$ cat config.mk
export PLATFORM = sky130hd
export DESIGN_NAME = gpio_mmio_ctrl
export DESIGN_NICKNAME = d
export VERILOG_FILES = /design/src/rtl/gpio_mmio_pkg.sv /design/src/rtl/gpio_bit_order.sv /design/src/rtl/gpio_in_sync.sv /design/src/rtl/gpio_out_latch.sv /design/src/rtl/gpio_dir_reg.sv /design/src/rtl/gpio_mmio_ctrl.sv
export SDC_FILE = /design/constraint.sdc
export NUM_CORES = 1
export LEC_CHECK = 0
export BUFFER_PORTS_ARGS = -buffer_cell sky130_fd_sc_hd__buf_2
export CAP_MARGIN = 15
export CORE_MARGIN = 5
export CORE_UTILIZATION = 45
export DETAILED_ROUTE_END_ITERATION = 10
export PLACE_DENSITY = 0.74
export SYNTH_ARGS = -nofsm -noshare
export SYNTH_HDL_FRONTEND = slang
export SYNTH_SLANG_ARGS = --single-unit
$ cat constraint.sdc
create_clock -name clk -period 1.1 [get_ports clk]
set_input_delay 0 -clock clk [delete_from_list [all_inputs] [get_ports clk]]
set_output_delay 0 -clock clk [all_outputs]
set_load 0.005 [all_outputs]
$ cat src/rtl/gpio_mmio_pkg.sv
package gpio_mmio_pkg;

  typedef enum logic [1:0] {
    OUT_PLAIN     = 2'd0,
    OUT_SETCLR    = 2'd1,
    OUT_DEDICATED = 2'd2
  } out_style_e;

  typedef enum logic [1:0] {
    DIR_FIXED   = 2'd0,
    DIR_OE_HIGH = 2'd1,
    DIR_IN_HIGH = 2'd2
  } dir_style_e;

  localparam int OFS_DATA = 0;
  localparam int OFS_SET  = 1;
  localparam int OFS_CLR  = 2;
  localparam int OFS_DIR  = 3;

  typedef struct packed {
    logic data;
    logic set;
    logic clr;
    logic dir;
  } reg_hit_t;

endpackage

$ cat src/rtl/gpio_bit_order.sv
module gpio_bit_order #(
  parameter int WIDTH   = 32,
  parameter bit REVERSE = 1'b0
) (
  input  logic [WIDTH-1:0] src,
  output logic [WIDTH-1:0] dst
);
  // The mapping is its own inverse, so one instance serves writes and reads.
  if (REVERSE) begin : g_rev
    for (genvar i = 0; i < WIDTH; i++) begin : g_bit
      assign dst[i] = src[WIDTH-1-i];
    end
  end else begin : g_fwd
    assign dst = src;
  end
endmodule

$ cat src/rtl/gpio_in_sync.sv
module gpio_in_sync #(
  parameter int WIDTH  = 32,
  parameter int STAGES = 2
) (
  input  logic             clk,
  input  logic             rst,
  input  logic [WIDTH-1:0] async_in,
  output logic [WIDTH-1:0] sync_out
);
  logic [WIDTH-1:0] stage_q [STAGES];

  always_ff @(posedge clk) begin
    if (rst) begin
      for (int s = 0; s < STAGES; s++) stage_q[s] <= '0;
    end else begin
      stage_q[0] <= async_in;
      for (int s = 1; s < STAGES; s++) stage_q[s] <= stage_q[s-1];
    end
  end

  assign sync_out = stage_q[STAGES-1];
endmodule

$ cat src/rtl/gpio_out_latch.sv
module gpio_out_latch
  import gpio_mmio_pkg::*;
#(
  parameter int         WIDTH     = 32,
  parameter out_style_e OUT_STYLE = OUT_PLAIN
) (
  input  logic             clk,
  input  logic             rst,
  input  logic             wr,
  input  reg_hit_t         hit,
  input  logic [WIDTH-1:0] wval,
  output logic [WIDTH-1:0] latch_q
);
  always_ff @(posedge clk) begin
    if (rst) begin
      latch_q <= '0;
    end else if (wr) begin
      case (OUT_STYLE)
        OUT_PLAIN: begin
          if (hit.data) latch_q <= wval;
        end
        OUT_SETCLR: begin
          if (hit.set)      latch_q <= latch_q | wval;
          else if (hit.clr) latch_q <= latch_q & ~wval;
        end
        OUT_DEDICATED: begin
          if (hit.set) latch_q <= wval;
        end
        default: latch_q <= latch_q;
      endcase
    end
  end
endmodule

$ cat src/rtl/gpio_dir_reg.sv
module gpio_dir_reg
  import gpio_mmio_pkg::*;
#(
  parameter int         WIDTH     = 32,
  parameter dir_style_e DIR_STYLE = DIR_OE_HIGH
) (
  input  logic             clk,
  input  logic             rst,
  input  logic             wr_dir,
  input  logic [WIDTH-1:0] wval,
  output logic [WIDTH-1:0] oe_q,
  output logic [WIDTH-1:0] dir_rb
);
  localparam logic [WIDTH-1:0] OE_RESET = (DIR_STYLE == DIR_FIXED) ? '1 : '0;

  // Enable is stored directly in pin polarity; the register encoding is
  // derived only on the read path.
  always_ff @(posedge clk) begin
    if (rst) begin
      oe_q <= OE_RESET;
    end else begin
      case (DIR_STYLE)
        DIR_FIXED:   oe_q <= '1;
        DIR_OE_HIGH: if (wr_dir) oe_q <= wval;
        DIR_IN_HIGH: if (wr_dir) oe_q <= ~wval;
        default:     oe_q <= oe_q;
      endcase
    end
  end

  always_comb begin
    case (DIR_STYLE)
      DIR_OE_HIGH: dir_rb = oe_q;
      DIR_IN_HIGH: dir_rb = ~oe_q;
      default:     dir_rb = '0;
    endcase
  end
endmodule

$ cat src/rtl/gpio_mmio_ctrl.sv
module gpio_mmio_ctrl
  import gpio_mmio_pkg::*;
#(
  parameter int         WIDTH          = 32,
  parameter int         ADDR_W         = 4,
  parameter int         SYNC_STAGES    = 2,
  parameter out_style_e OUT_STYLE      = OUT_PLAIN,
  parameter dir_style_e DIR_STYLE      = DIR_OE_HIGH,
  parameter bit         REVERSE_BITS   = 1'b0,
  parameter bit         READ_OUT_LATCH = 1'b1
) (
  input  logic              clk,
  input  logic              rst,
  input  logic [ADDR_W-1:0] reg_addr,
  input  logic              reg_wr,
  input  logic [WIDTH-1:0]  reg_wdata,
  output logic [WIDTH-1:0]  reg_rdata,
  output logic [WIDTH-1:0]  pin_out,
  output logic [WIDTH-1:0]  pin_oe,
  input  logic [WIDTH-1:0]  pin_in
);
  localparam logic [ADDR_W-1:0] A_DATA = ADDR_W'(OFS_DATA);
  localparam logic [ADDR_W-1:0] A_SET  = ADDR_W'(OFS_SET);
  localparam logic [ADDR_W-1:0] A_CLR  = ADDR_W'(OFS_CLR);
  localparam logic [ADDR_W-1:0] A_DIR  = ADDR_W'(OFS_DIR);
  localparam bit SET_READABLE = (OUT_STYLE != OUT_PLAIN) && READ_OUT_LATCH;

  reg_hit_t         hit;
  logic [WIDTH-1:0] wr_pin;
  logic [WIDTH-1:0] latch;
  logic [WIDTH-1:0] oe;
  logic [WIDTH-1:0] dir_rb;
  logic [WIDTH-1:0] in_sync;
  logic [WIDTH-1:0] rd_pin;
  logic [WIDTH-1:0] rd_bits;
  logic [WIDTH-1:0] rdata_q;

  assign hit.data = (reg_addr == A_DATA);
  assign hit.set  = (reg_addr == A_SET);
  assign hit.clr  = (reg_addr == A_CLR);
  assign hit.dir  = (reg_addr == A_DIR);

  gpio_bit_order #(.WIDTH(WIDTH), .REVERSE(REVERSE_BITS)) u_wr_order (
    .src (reg_wdata),
    .dst (wr_pin)
  );

  gpio_out_latch #(.WIDTH(WIDTH), .OUT_STYLE(OUT_STYLE)) u_latch (
    .clk     (clk),
    .rst     (rst),
    .wr      (reg_wr),
    .hit     (hit),
    .wval    (wr_pin),
    .latch_q (latch)
  );

  gpio_dir_reg #(.WIDTH(WIDTH), .DIR_STYLE(DIR_STYLE)) u_dir (
    .clk    (clk),
    .rst    (rst),
    .wr_dir (reg_wr && hit.dir),
    .wval   (wr_pin),
    .oe_q   (oe),
    .dir_rb (dir_rb)
  );

  gpio_in_sync #(.WIDTH(WIDTH), .STAGES(SYNC_STAGES)) u_sync (
    .clk      (clk),
    .rst      (rst),
    .async_in (pin_in),
    .sync_out (in_sync)
  );

  always_comb begin
    case (reg_addr)
      A_DATA:  rd_pin = in_sync;
      A_SET:   rd_pin = SET_READABLE ? latch : '0;
      A_DIR:   rd_pin = dir_rb;
      default: rd_pin = '0;
    endcase
  end

  gpio_bit_order #(.WIDTH(WIDTH), .REVERSE(REVERSE_BITS)) u_rd_order (
    .src (rd_pin),
    .dst (rd_bits)
  );

  always_ff @(posedge clk) begin
    if (rst) rdata_q <= '0;
    else     rdata_q <= rd_bits;
  end

  assign reg_rdata = rdata_q;
  assign pin_out   = latch;
  assign pin_oe    = oe;
endmodule

==> metrics.md <==
| Metric | Value |
|---|---|
| Status | `finished, final reports clean` |
| P&R area growth vs syn | `43.00%` |
| Max-Slew Margin vs Limit | `78.20%` |
| Setup TNS | `0 ps` |
| Post-synth EDFFs | `0` |
| Synth Instances | `488` |
| Final net count | `795` |
| Syn Std Cell Area | `0.005418 mm2` |
| H-tree levels | `4` |
| Crit path launch type | `primary input` |
| GRT overflow | `0` |
| TritonCTS clock tree | `done` |
| Slew Limit Fails | `0` |
| Largest net degree at the start of global routing | `70` |
| Slew @ Worst Pin | `326.1 ps` |
| Die area | `0.01433 mm2` |
| CTS buffer count | `17` |
| Synth warn | `0` |
| Ys flop type | `dfxtp_1` |
| Detailed Route WL | `13200 um` |
| Most frequent cells in the layout | `165 x buf_2, 160 x dfxtp_1, 96 x nand2b_1` |
| Die width | `119.7 um` |
| Final setup vio count | `0` |
| Post-route DRC | `0` |
| Pleak | `3.576 nW` |
| GP Congestion | `0.8079` |
| Worst-path cell chain | `dlygate4sd3_1, buf_6, nor2b_1, dlygate4sd3_1` |
| Register area share after synthesis | `59.12%` |
| Yosys reg bits | `160` |
| DR vias/cell | `4.759` |
| Share of flip-flops with an asynchronous set or reset | `0%` |
| First-pass DRT Iterations | `4` |
| Post-route cell area | `0.007747 mm2` |
| Share of cells above drive strength 1 | `29.16%` |
| Initial antenna violation count | `2` |
| Slowest stage delay, CP | `580 ps` |
| Initial Util | `45.48%` |
| Buffers added on ports | `166` |
| Row count | `40` |
| Placed Area | `0.006497 mm2` |
| Per-cell routed wire length | `14.95 um` |
| Clk pin slew, worst setup/hold paths | `60 ps` |
| Final hold violation count | `0` |
| Post-Syn Area per Cell | `11.10 um2` |
| CTS Sinks | `160` |
| Initial detailed-routing violation count | `196` |
| Syn nets | `559` |
| Peak VDD IR | `0.8276 mV` |
| CP max FO | `15` |
| Worst Path Class, Setup | `in -> reg` |
| DP HPWL | `8684 um` |
| CP max stage cell | `dlygate4sd3_1` |
| Clk_skew | `3.825 ps` |
| Pwr Total | `12.62 mW` |
| I/O pin count | `167` |
| Max-Cap Viols | `0` |
| Postcts setup bufs | `0` |
| Final period util | `97.90%` |
| Unrepaired setup endpoints after global routing | `no` |
| Area of the core | `0.01191 mm2` |
| Most common cell after layout, fill and taps aside | `buf_2` |
| Die H | `119.7 um` |
| First-pass GRT wire length | `21180 um` |
| Via Count | `4202` |
| Number of global-route vias before repair | `4303` |
| Clock root buffer | `clkbuf_16` |
| Arrival time at the worst endpoint | `1370 ps` |
| Global-route usage over all layers | `18.87%` |
| Synth cell types | `15` |
| Max frequency | `0.9286 GHz` |
| Clk_lat worst skew | `410 ps` |
| Worst endpoint required time | `1390 ps` |
| Post-layout min period | `1077 ps` |
| Most numerous cell on the critical path | `dlygate4sd3_1` |
| Post-route ant nets | `0` |
| Worst Hold Class | `in -> reg` |
| Crit. End Element | `flip-flop` |
| Crit path buffers/inverters | `3` |
| Deepest clock path buffer count | `2` |
| Crit-path leading delay family | `buffers and inverters` |
| PwrDens | `1629 mW/mm2` |
cell families after synthesis:
| logic type | share of synthesized area, % |
|---|---|
| AOI/OAI and AO/OA | 4.434 |
| and+or+nand+nor | 21.73 |
| DFF | 59.12 |
| buffers and inverters | 2.887 |
| muxes | 11.82 |
where the power goes:
| part | internal (mW) | total [mW] | switching (mW) |
|---|---|---|---|
| clock network | 3.74 | 5.86 | 2.12 |
| registers | 5.94 | 5.99 | 0.0460 |
| logic | 0.464 | 0.773 | 0.309 |
final timing paths:
| kind | startpoint | to | slack [ps] | cells past startpoint |
|---|---|---|---|---|
| max | rst | u_sync.stage_q[0][6] | 20 | 4 |
| min reg2reg | u_sync.stage_q[0][10] | u_sync.stage_q[0][42] | 430 | 1 |
| max reg2reg | u_dir.dir_rb[25] | reg_rdata[25] | 410 | 2 |
| min | reg_wr | u_dir.dir_rb[22] | 150 | 4 |
synthesized netlist by cell type (2+ instances only):
cell        n  area [um2]
dfxtp_1   160        3203
nand2b_1   96       600.6
buf_6       2       22.52
buf_2       2       10.01
mux2i_1    64       640.6
nor2_1     32       120.1
a22oi_1    32       240.2
nor2b_1    64       400.4
buf_4       3       22.52
clkbuf_1   27       101.4
and2_1      2       12.51
layer usage:
metal  track usage [%]  up-vias  wire length (um)
li1                  -     2067                 -
met1             21.36     1948              5309
met2             32.03      139              6662
met3             5.325       46               724
met4             10.45        2               494
met5                 0        -                10
metrics by stage:
stage	hold slack (ps)	worst slack, ps	cells	util [%]
after floorplan	128.2	5.114	488	-
after global placement	209.1	-28.96	786	54.55
after detailed placement	214.8	-129.4	786	54.55
after CTS	125.3	75.86	881	64.97
after global routing	141.3	7.437	882	65.02
final	147.3	23.09	883	65.04
what timing repair did:
action | in CTS | in global routing
setup endpoints to repair | 0 | 1
endpoints found under the hold margin | 100 | 0
resized for setup | 0 | 1
hold buffers | 66 | 0
layout make-up:
class	count	area (um2)
Multi-Input combinational cell	294	2059
Clock inverter	8	140.1
Antenna cell	2	5.005
Timing Repair Buffer	251	1715
Sequential cell	160	3203
Tap cell	147	183.9
Clock buffer	21	440.4
Fill cell	919	4164
sequential cells by signal (all words and copies together), names as in the netlist:
signal           cells
u_dir.dir_rb        32
reg_rdata           32
u_latch.latch_q     32
u_sync.stage_q      64
worst register-to-register path, cell delays in order, from the launching register on:
cell     delay, ps
dfxtp_1        320
a22oi_1        180
nor2_1          80
Power figures use the tool's default switching activity.
